==> src/rtl/bsu_pkg.sv <==
package bsu_pkg;
    parameter int unsigned DW = 16;
    localparam int unsigned CW = $clog2(DW);

    typedef enum logic [2:0] {
        OP_BTST = 3'b000,
        OP_BFLIP = 3'b001,
        OP_BSET = 3'b010,
        OP_BCLR = 3'b011,
        OP_SHL  = 3'b100,
        OP_SHR  = 3'b101,
        OP_ROL  = 3'b110,
        OP_ROR  = 3'b111
    } bsu_op_e;

    typedef struct packed {
        logic [DW-1:0] value;
        logic          wr;
        logic          z;
        logic          c;
    } bsu_res_t;

    function automatic logic is_move_op(bsu_op_e o);
        return o[2];
    endfunction

    function automatic logic is_rotate_op(bsu_op_e o);
        return o[2] & o[1];
    endfunction

    function automatic logic moves_left(bsu_op_e o);
        return ~o[0];
    endfunction
endpackage

==> src/rtl/bsu_amount_sel.sv <==
module bsu_amount_sel #(
    parameter int unsigned W  = 16,
    parameter int unsigned CW = $clog2(W)
) (
    input  logic          dyn_sel,
    input  logic [CW-1:0] field,
    input  logic [W-1:0]  dyn_val,
    output logic [CW-1:0] amt
);
    always_comb begin
        amt = dyn_sel ? dyn_val[CW-1:0] : field;
    end
endmodule

==> src/rtl/bsu_rotator.sv <==
module bsu_rotator #(
    parameter int unsigned W  = 16,
    parameter int unsigned CW = $clog2(W)
) (
    input  logic [W-1:0]  din,
    input  logic [CW-1:0] amt,
    input  logic          go_left,
    output logic [W-1:0]  dout
);
    logic [CW-1:0] left_amt;
    logic [W-1:0]  stage [CW+1];

    // a right rotate by n equals a left rotate by (W - n) mod W
    always_comb begin
        left_amt = go_left ? amt : (CW'(0) - amt);
    end

    assign stage[0] = din;

    for (genvar s = 0; s < CW; s++) begin : g_stage
        localparam int unsigned SH = 1 << s;
        always_comb begin
            if (left_amt[s])
                stage[s+1] = {stage[s][W-SH-1:0], stage[s][W-1:W-SH]};
            else
                stage[s+1] = stage[s];
        end
    end

    assign dout = stage[CW];
endmodule

==> src/rtl/bsu_bitop.sv <==
module bsu_bitop #(
    parameter int unsigned W  = 16,
    parameter int unsigned CW = $clog2(W)
) (
    input  logic [W-1:0]  din,
    input  logic [CW-1:0] amt,
    input  logic [1:0]    kind,
    output logic [W-1:0]  dout,
    output logic          sel_bit
);
    logic [W-1:0] onehot;

    always_comb begin
        onehot  = W'(1) << amt;
        sel_bit = |(din & onehot);
        unique case (kind)
            2'b00:   dout = din;
            2'b01:   dout = din ^ onehot;
            2'b10:   dout = din | onehot;
            default: dout = din & ~onehot;
        endcase
    end
endmodule

==> src/rtl/bsu_top.sv <==
module bsu_top
    import bsu_pkg::*;
(
    input  logic          clk,
    input  logic          rst,
    input  logic          start,
    input  logic [15:0]   target,
    input  logic          dyn_sel,
    input  logic [2:0]    op,
    input  logic [3:0]    num_field,
    input  logic [15:0]   dyn_count,
    output logic [15:0]   result,
    output logic          wr_en,
    output logic          z_flag,
    output logic          c_flag,
    output logic          done
);
    bsu_op_e       op_e;
    logic [CW-1:0] amt;
    logic [DW-1:0] rot_val;
    logic [DW-1:0] bit_val;
    logic          bit_sel;
    logic [DW-1:0] keep_mask;
    bsu_res_t      nxt;
    bsu_res_t      cur;

    assign op_e = bsu_op_e'(op);

    bsu_amount_sel #(.W(DW), .CW(CW)) u_amt (
        .dyn_sel (dyn_sel),
        .field   (num_field),
        .dyn_val (dyn_count),
        .amt     (amt)
    );

    bsu_rotator #(.W(DW), .CW(CW)) u_rot (
        .din     (target),
        .amt     (amt),
        .go_left (moves_left(op_e)),
        .dout    (rot_val)
    );

    bsu_bitop #(.W(DW), .CW(CW)) u_bit (
        .din     (target),
        .amt     (amt),
        .kind    (op[1:0]),
        .dout    (bit_val),
        .sel_bit (bit_sel)
    );

    always_comb begin
        // shifts keep only the bits that did not wrap
        if (is_rotate_op(op_e))
            keep_mask = '1;
        else if (moves_left(op_e))
            keep_mask = {DW{1'b1}} << amt;
        else
            keep_mask = {DW{1'b1}} >> amt;

        nxt = '0;
        if (is_move_op(op_e)) begin
            nxt.value = rot_val & keep_mask;
            nxt.wr    = 1'b1;
            nxt.z     = ~|nxt.value;
            // last bit out lands at the low end going left, high end going right
            nxt.c     = (amt != '0) &&
                        (moves_left(op_e) ? rot_val[0] : rot_val[DW-1]);
        end else begin
            nxt.value = bit_val;
            nxt.wr    = (op_e != OP_BTST);
            nxt.z     = ~bit_sel;
            nxt.c     = 1'b0;
        end
    end

    always_ff @(posedge clk) begin
        if (rst) begin
            cur  <= '0;
            done <= 1'b0;
        end else begin
            done <= start;
            if (start) cur <= nxt;
        end
    end

    assign result = cur.value;
    assign wr_en  = cur.wr & done;
    assign z_flag = cur.z;
    assign c_flag = cur.c;


    done_follows_start_chk: assert property (@(posedge clk) disable iff (rst)
        start |=> done);

    no_spurious_done_chk: assert property (@(posedge clk) disable iff (rst)
        !start |=> !done && $stable(result));

    test_no_write_chk: assert property (@(posedge clk) disable iff (rst)
        start && op == 3'b000 |=> !wr_en && result == $past(target));

    rotate_popcount_chk: assert property (@(posedge clk) disable iff (rst)
        start && op[2:1] == 2'b11 |=> $countones(result) == $countones($past(target)));

    zero_count_chk: assert property (@(posedge clk) disable iff (rst)
        start && op[2] && amt == '0 |=> result == $past(target) && !c_flag);
endmodule

==> config.mk <==
export PLATFORM = sky130hd
export DESIGN_NAME = bsu_top
export DESIGN_NICKNAME = d
export VERILOG_FILES = /design/src/rtl/bsu_pkg.sv /design/src/rtl/bsu_amount_sel.sv /design/src/rtl/bsu_rotator.sv /design/src/rtl/bsu_bitop.sv /design/src/rtl/bsu_top.sv
export SDC_FILE = /design/constraint.sdc
export NUM_CORES = 1
export LEC_CHECK = 0
export ABC_AREA = 1
export BUFFER_PORTS_ARGS = -buffer_cell sky130_fd_sc_hd__buf_2
export CELL_PAD_IN_SITES_DETAIL_PLACEMENT = 1
export CELL_PAD_IN_SITES_GLOBAL_PLACEMENT = 1
export CORE_MARGIN = 4
export CORE_UTILIZATION = 40
export DETAILED_ROUTE_END_ITERATION = 16
export GPL_ROUTABILITY_DRIVEN = 1
export GPL_TIMING_DRIVEN = 0
export PLACE_DENSITY = 0.86
export SYNTH_ARGS = -nofsm -noshare
export SYNTH_HDL_FRONTEND = slang
export SYNTH_SLANG_ARGS = --single-unit
==> constraint.sdc <==
create_clock -name clk -period 3.11 [get_ports clk]
set_input_delay 0.311 -clock clk [delete_from_list [all_inputs] [get_ports clk]]
set_output_delay 0.311 -clock clk [all_outputs]
set_load 0.01 [all_outputs]
After elaboration in Yosys (flattened, before gate mapping)
Index checks and enable logic that the tools add are counted.
{"block": "op_classes", "addsub": 1, "mul": 0, "n_div": 0, "n_lt_le_gt_ge": 0, "eq_ne": 2, "n_shift": 3, "n_mux": 11, "bitwise": 9, "reduce_logical": 7}
{"op": "16-bit two-way mux", "n": 6}
{"op": "16-bit AND", "n": 3}
{"op": "16-bit one-hot mux with 3 select lines", "n": 1}
{"op": "16-bit OR reduction", "n": 2}
{"op": "19-bit two-way mux", "n": 1}
{"op": "16-bit NOT", "n": 1}
{"op": "16-bit bitwise OR", "n": 1}
{"op": "1-bit by 4-bit left shift with 16-bit output, first input constant", "n": 1}
{"op": "16-bit by 4-bit left shift with 16-bit output, first input constant", "n": 1}
{"op": "16-bit by 4-bit >> shifter with 16-bit output, first input constant", "n": 1}
{"op": "16-bit XOR", "n": 1}
{"op": "4-bit two-way mux", "n": 2}
{"op": "4-bit nonzero test", "n": 1}
{"op": "1-bit by 4-bit subtractor with 4-bit output, first input constant", "n": 1}
{"op": "3-bit nonzero test", "n": 1}
{"op": "1-bit AND", "n": 2}
{"op": "2-bit by 1-bit equality test with 1-bit output, second input constant", "n": 1}
{"op": "2-bit equality test, second input constant", "n": 1}
{"op": "2-bit zero test", "n": 1}
{"op": "1-bit logical AND", "n": 1}
{"op": "1-bit zero test", "n": 1}
{"op": "1-bit two-way mux", "n": 1}
{"op": "1-bit NOT", "n": 1}
{"block": "word_totals", "register_bits": 20, "latchBits": 0, "ramBits": 0, "romBits": 0, "inputBits": 43, "out_inout_bits": 20, "wordCells": 38, "memories": 0}

Longest topological paths before layout
Gate-level depths: netlist of the first run.
{"block": "logic_depth", "depth_word": 11, "mapped_depth": 21, "ltp_nobuf": 18}

By module
A second synthesis of the first run with hierarchy kept.
{"block": "unflattened", "hier_cells": 763, "hier_area_um2": 4317.9}
{"module": "bsu_bitop", "instances": 1, "cells_each": 233, "area_each_um2": 1546.5, "seq_area_each_um2": 0.0}
{"module": "bsu_rotator", "instances": 1, "cells_each": 313, "area_each_um2": 1427.6, "seq_area_each_um2": 0.0}
{"module": "bsu_top", "instances": 1, "cells_each": 204, "area_each_um2": 1295.0, "seq_area_each_um2": 400.4}
{"module": "bsu_amount_sel", "instances": 1, "cells_each": 13, "area_each_um2": 48.8, "seq_area_each_um2": 0.0}

Worst setup path after synthesis of the first run
No wires, ideal clock.
{"block": "synth_timing", "kind": "in2reg", "startpoint": "input port dyn_sel", "endpoint": "register cur, in the netlist z_flag", "setup_time_ps": 64, "arrival_time_ps": 2542, "t_required_ps": 3046, "slack_ps": 504, "path_stages": 21, "n_path_buf": 3, "path_cell_list": "buf_6 > inv_4 > nand2_1 > nand2_1 > buf_4 > ha_1 > inv_1 > ha_1 > nand2_1 > a21boi_4 > buf_6 > nand3_1 > nand2_1 > nand2_1 > nand3_1 > nand2_1 > nor2_1 > nand3_1 > nor2_1 > nor2_1 > nor2_1"}
{"block": "synth_between", "elab_chain_cells": 11, "elab_cells_between_ends": 19, "classes_between": "1 x add/sub; 3 x shift; 9 x mux; 3 x bitwise; 3 x reduce/logical"}
{"item": "start, declared", "line_no": "bsu_top.sv:8", "text": "input logic dyn_sel,"}
{"item": "4-bit two-way mux (*)", "line_no": "bsu_amount_sel.sv:11", "text": "amt = dyn_sel ? dyn_val[CW-1:0] : field;"}
{"item": "1-bit by 4-bit subtractor with 4-bit output", "line_no": "bsu_rotator.sv:15", "text": "left_amt = go_left ? amt : (CW'(0) - amt);"}
{"item": "4-bit two-way mux", "line_no": "bsu_rotator.sv:15"}
{"item": "16-bit two-way mux (4 in series)", "line_no": "bsu_rotator.sv:23", "text": "if (left_amt[s])"}
{"item": "16-bit AND", "line_no": "bsu_top.sv:62", "text": "nxt.value = rot_val & keep_mask;"}
{"item": "16-bit OR reduction", "line_no": "bsu_top.sv:64", "text": "nxt.z = ~|nxt.value;"}
{"item": "1-bit zero test", "line_no": "bsu_top.sv:64"}
{"item": "19-bit two-way mux (*)", "line_no": "bsu_top.sv:61", "text": "if (is_move_op(op_e)) begin"}
{"item": "end signal, assigned", "line_no": "bsu_top.sv:82", "text": "if (start) cur <= nxt;"}
{"item": "end, declared", "line_no": "bsu_top.sv:25", "text": "bsu_res_t cur;"}
Every way passes the cells marked *; elsewhere a longest branch is shown, timed or not.
A chain may end at the register's enable or synchronous reset.

Worst setup path in the final report of the first run
Same ends and word-level chain as after synthesis.

==> results of run 1 <==
layer usage:
layer | global-route usage | wire, um | vias to the layer above
met4 | 0.129 | 773 | 0
met2 | 0.478 | 7330 | 163
met1 | 0.355 | 6760 | 2253
li1 | - | - | 2220
met3 | 0.0171 | 707 | 44
met5 | 0 | 0 | -
kinds of logic after synthesis:
group	count (synthesis)	share of synthesized area
AO/OA/AOI/OAI	93	0.152
adder cells (fa/ha/maj)	55	0.181
buffers and inverters	113	0.149
flip-flops	20	0.106
AND/OR/NAND/NOR	375	0.413
through the flow:
stage                TNS, ns  instances  setup WS (ns)
floorplan                  0        656          0.504
global placement    -0.00423        832       -0.00423
detailed placement   -0.0322        832        -0.0173
CTS                        0        836          0.240
global route               0        839         0.0218
finish                     0        839          0.247
power groups by stage:
stage / Clock, mW / Sequential, mW / Combinational [mW]
after CTS: 0.260 / 0.288 / 0.775
final: 0.259 / 0.288 / 0.796
after floorplan: 0 / 0.292 / 0.517
after global placement: 0 / 0.292 / 0.743
after detailed placement: 0 / 0.293 / 0.769
after global routing: 0.268 / 0.290 / 0.883
state kept, by name, summed over array words and instances, names as in the netlist:
name	count
c_flag	1
cur	1
done	1
result	16
z_flag	1
placed cells by master (no fill, tap or decap):
master,netlist,layout
o21ai_0,31,31
buf_2,6,53
clkbuf_8,0,3
nor2_1,52,52
buf_6,6,6
o22ai_1,1,1
nand2_4,3,3
o21ai_4,2,2
a31oi_1,2,2
or2_1,1,1
inv_4,2,2
nor3_1,6,6
o221ai_1,3,3
o2111ai_1,1,1
nand3_1,79,79
ha_2,0,1
clkbuf_1,13,13
nand2_1,225,225
ha_1,55,54
a211oi_1,1,1
a21oi_1,35,35
o21ai_1,1,1
inv_1,62,62
dfxtp_1,20,20
nand3_2,1,1
a221oi_1,12,12
a21boi_4,1,1
o211ai_1,3,3
nor4_1,4,4
clkinv_1,2,2
bufinv_16,0,1
nand4_1,1,1
buf_4,22,25
nand2_2,3,3
worst paths after layout:
kind                   from        end  slack (ns)
setup / recovery    dyn_sel     z_flag        0.25
setup reg to reg  result[8]  result[8]        2.44
hold / removal          rst  result[1]        0.44
hold reg to reg   result[9]  result[9]        0.47
what timing repair did:
| action | in CTS | in global routing |
|---|---|---|
| endpoints found under the hold margin | 0 | 0 |
| setup buffers | 0 | 3 |
| resized for setup | 0 | 1 |
| hold buffers | 0 | 0 |
| endpoints found under the setup margin | 0 | 2 |
cell type report:
type	instances	area [um^2]
Multi-Input combinational cell	523	2830
Buffer	47	312
Timing Repair Buffer	50	258
Inverter	66	253
Sequential cell	20	400
Tap cell	129	161
Fill cell	1351	4950
Clock inverter	1	30.0
Clock buffer	3	41.3
==> impl_metrics.py, run 1 <==
metrics = {
    "synthesis": {
        "synth_edf_count": 0,
        "synth_most_common_cell": "nand2_1",
        "synth_common_cells": "225 x nand2_1, 79 x nand3_1, 62 x inv_1, 55 x ha_1, 52 x nor2_1",
        "synth_top_area_frac": 0.223,
        "synth.area.top_cells": "nand2_1 22%, ha_1 18%, dfxtp_1 11%",
        "synth-warning-count": 0,
        "synth_ff_type": "dfxtp_1",
        "yosysTopAreaCell": "nand2_1",
        "synth.distinct_cells": 31,
        "postSynthAreaPerCell_um2": 5.78,
        "syn_nets": 754,
        "synthArstFlopShare": 0,
        "yosysSeqAreaShare": 0.106,
        "syn_inst": 656,
        "synth.cell_area_um2": 3790,
        "ys_ff_latch": 20,
    },
    "floorplan": {
        "rows": 35,
        "io-pin-count": 63,
        "dieWidth_um": 105,
        "dieHeight_um": 105,
        "core_um2": 9240,
        "start_util": 0.411,
        "die-area_um2": 11100,
    },
    "final_layout": {
        "final_util": 0.464,
        "drive_gt1_frac": 0.142,
        "nets": 809,
        "diodes": 0,
        "syn_to_final_growth_pct": 13.0,
        "final_area_um2": 4290,
    },
    "clock_network": {
        "path_clk_slew_ns": 0.08,
        "cts_max_level": 1,
        "numCtsBuffers": 3,
        "clk_latency_ns": 0.26,
        "cts_max_path_buffers": 2,
        "cts_tree": "yes",
        "root_buffer": "clkbuf_8",
        "clock_sinks": 20,
    },
    "timing": {
        "fin_skew_ns": 0,
        "post-route-min-period_ns": 2.86,
        "hold_viol_final": 0,
        "fin_hold_ws_ns": 0.438,
        "worst_pin_slew_ns": 0.558,
        "final_max_slew_viol_count": 0,
        "final-setup-viol-count": 0,
        "fin_crit_sh": 0.921,
        "slew_headroom": 0.628,
        "fmax_ghz": 0.349,
        "rsz0062_at_grt": "no",
    },
    "worst_setup_path": {
        "crit_arrival_ns": 3.02,
        "cp.depth": 20,
        "slowest_delay_ns": 0.32,
        "crit_top_cell": "nor2_1",
        "path_class": "in2reg",
        "crit_path_end_kind": "flip-flop",
        "reg2reg_depth": 2,
        "crit_buf_inv": 5,
        "path_delay_family": "simple AND/OR/NAND/NOR gates",
        "cp.required_ns": 3.27,
        "crit_fanout": 11,
        "crit_chain": "buf_6, inv_4, nand2_1, nand2_1, buf_4, ha_2, inv_1, ha_1, nand2_1, a21boi_4, buf_4, nand3_1, nand3_1, nand2_1, nor2_1, nor2_1, nand3_1, nor2_1, nor2_1, nor2_1",
        "cp_slowest_cell": "ha_1",
        "startpoint_type": "input pin",
    },
    "drt": {
        "dr.pass1.iters": 5,
        "drt_iter0_drc": 284,
        "vias_per_cell": 5.58,
        "vias": 4680,
        "antenna_left": 0,
        "wl_per_cell_um": 18.6,
        "drt_wl_total_mm": 15.6,
        "drc": 0,
    },
    "power": {
        "ir_worst_vdd_mv": 0.204,
        "intPower_mw": 0.716,
        "power.leakage_nw": 2.29,
        "p_sw_frac": 0.467,
        "finalPower_mw": 1.34,
        "power_frac_clock": 0.193,
        "combPwrFrac": 0.593,
        "p_switching_mw": 0.627,
        "pwr_density_cell_nw_per_um2": 313,
        "p_seq_frac": 0.214,
    },
    "status": {
        "status": "completed",
    },
    "place": {
        "gp_congestion": 1.01,
        "portBuffers": 47,
        "hpwl_mm": 13.0,
        "place_area_um2": 4190,
    },
    "global_routing": {
        "grt_pass1_vias": 4853,
        "antenna_found_initial": 0,
        "grt_pass1_wl_mm": 24.7,
        "grtUsageTotal": 0.278,
        "gr-total-overflow": 0,
        "grt_max_degree": 13,
    },
    "run": {
        "cap_violations": 0,
    },
    "hold_path": {
        "hold_class": "in2reg",
        "min_delay_path_depth": 2,
    },
}
No activity file was read; power rests on OpenSTA's default activity.
==> run 2: changes to the inputs <==
- clock period: 3.11 -> 2.82 ns (I/O delays scaled with it)
==> run 2 against run 1 <==
  * Highest routed layer unchanged
  * Clock skew did not move
  * Worst hold slack got worse by 0.029 ns
  * Clock power rose by 11%
  * Critical endpoint unchanged
  * Setup slack got worse by 0.065 ns
  * Cell count rose by 0.24%
==> impl_metrics.py, run 2 (same netlist as run 1, synthesis figures left out) <==
metrics = {
    "drt": {
        "drc": 0,
        "vias": 4681,
        "antenna_left": 0,
        "drt_wl_total_mm": 15.7,
        "wl_per_cell_um": 18.7,
        "vias_per_cell": 5.57,
        "dr.pass1.iters": 5,
        "drt_iter0_drc": 334,
    },
    "clock_network": {
        "cts_hold_buf": 0,
        "root_buffer": "clkbuf_8",
        "numCtsBuffers": 3,
        "path_clk_slew_ns": 0.08,
        "clk_latency_ns": 0.26,
        "cts_max_level": 1,
        "cts_max_path_buffers": 2,
        "cts_tree": "yes",
        "clock_sinks": 20,
    },
    "timing": {
        "slew_headroom": 0.616,
        "final.setup.tns_ns": 0,
        "fin_skew_ns": 0,
        "rsz0062_at_grt": "no",
        "post-route-min-period_ns": 2.64,
        "hold_viol_final": 0,
        "fin_crit_sh": 0.936,
        "fin_ws_ns": 0.181,
        "final_max_slew_viol_count": 0,
        "worst_pin_slew_ns": 0.577,
        "final-setup-viol-count": 0,
        "fmax_ghz": 0.379,
    },
    "floorplan": {
        "dieWidth_um": 105,
        "start_util": 0.411,
        "core_um2": 9240,
        "io-pin-count": 63,
        "die-area_um2": 11100,
        "dieHeight_um": 105,
        "rows": 35,
    },
    "place": {
        "portBuffers": 47,
        "gp_congestion": 1.01,
        "pre_cts_slack_ns": -0.278,
        "hpwl_mm": 13.0,
        "place_area_um2": 4190,
    },
    "global_routing": {
        "grtUsageMet3": 0.0171,
        "gr-total-overflow": 0,
        "grt_pass1_vias": 4868,
        "met1_usage": 0.354,
        "grt_max_degree": 13,
        "grt_pass1_wl_mm": 24.7,
        "antenna_found_initial": 0,
        "grtUsageMet2": 0.480,
        "grtUsageTotal": 0.279,
        "top_usage_layer": "met2",
    },
    "final_layout": {
        "final_util": 0.469,
        "diodes": 0,
        "regArea_um2": 400,
        "final_area_um2": 4340,
        "fillerInstances": 1350,
        "drive_gt1_frac": 0.149,
        "largest_reg_flops": 16,
        "mostFrequentLayoutCells": "223 x nand2_1, 79 x nand3_1, 62 x inv_1",
        "nets": 811,
        "multi_input_area_um2": 2850,
        "syn_to_final_growth_pct": 14.3,
        "layout.cells.most_common": "nand2_1",
    },
    "power": {
        "finalPower_mw": 1.50,
        "power.leakage_nw": 2.30,
        "ir_worst_vdd_mv": 0.225,
        "pwr_density_cell_nw_per_um2": 346,
    },
    "worst_setup_path": {
        "reg2reg_depth": 2,
        "critPathLaunch": "dyn_sel",
        "cp.required_ns": 2.98,
        "crit_fanout": 11,
        "path_class": "in2reg",
        "reg2reg_from": "result[8]",
        "startpoint_type": "input pin",
        "crit_path_end_kind": "flip-flop",
        "crit_arrival_ns": 2.79,
    },
    "status": {
        "status": "completed",
    },
    "run": {
        "cap_violations": 0,
    },
    "hold_path": {
        "hp-start": "rst",
        "hold_class": "in2reg",
        "min_delay_path_depth": 2,
    },
}
-- run 2: power breakdown --
| part | switching [mW] | internal [mW] | leakage, nW |
|---|---|---|---|
| logic | 0.590 | 0.305 | 2.10 |
| clock network | 0.0973 | 0.189 | 0.0357 |
| registers | 0.0123 | 0.305 | 0.164 |
| total | 0.699 | 0.799 | 2.30 |
-- run 2: per-layer routing --
layer,vias up,part of all wire
li1,2227,-
met1,2232,0.43
met2,180,0.47
met3,42,0.053
met4,0,0.048
met5,-,0
-- run 2: worst paths after layout --
kind	endpoint	slack (ns)
worst max-delay path	z_flag	0.18
worst min register to register	result[9]	0.47
worst max register to register	result[8]	2.15
worst min-delay path	result[1]	0.41
-- run 2: through the flow --
stage / hold slack, ns / std cells
2_1_floorplan: 0.446 / 656
3_3_place_gp: 0.454 / 832
3_5_place_dp: 0.456 / 832
4_1_cts: 0.401 / 838
5_1_grt: 0.445 / 841
6_report: 0.409 / 841
-- run 2: layout make-up --
type	instances	share of cell area
plain buffers	47	0.0736
clock buffers	3	0.00952
clock inverters	1	0.00693
inverters	66	0.0583
multi-input cells	523	0.657
flip-flops and latches	20	0.0924
well taps	129	0.0372
repair buffers	52	0.0646
-- run 2: worst max-delay path, stage by stage --
cell      delay, ns
buf_6          0.13
inv_4          0.07
nand2_1        0.10
nand2_2        0.11
buf_8          0.14
ha_4           0.15
inv_1          0.07
ha_1           0.33
nand2_2        0.11
a21boi_4       0.32
buf_4          0.17
nand3_1        0.12
nand3_1        0.11
nand2_1        0.11
nor2_1         0.15
nor2_1         0.07
nand3_1        0.08
nor2_1         0.04
nor2_1         0.09
nor2_1         0.05
-- run 2: timing repair --
item / CTS / global route
pin swaps: 0 / 1
buffers inserted: 2 / 2
resized for setup: 0 / 10
cloned: 0 / 1
endpoints found under the setup margin: 2 / 17
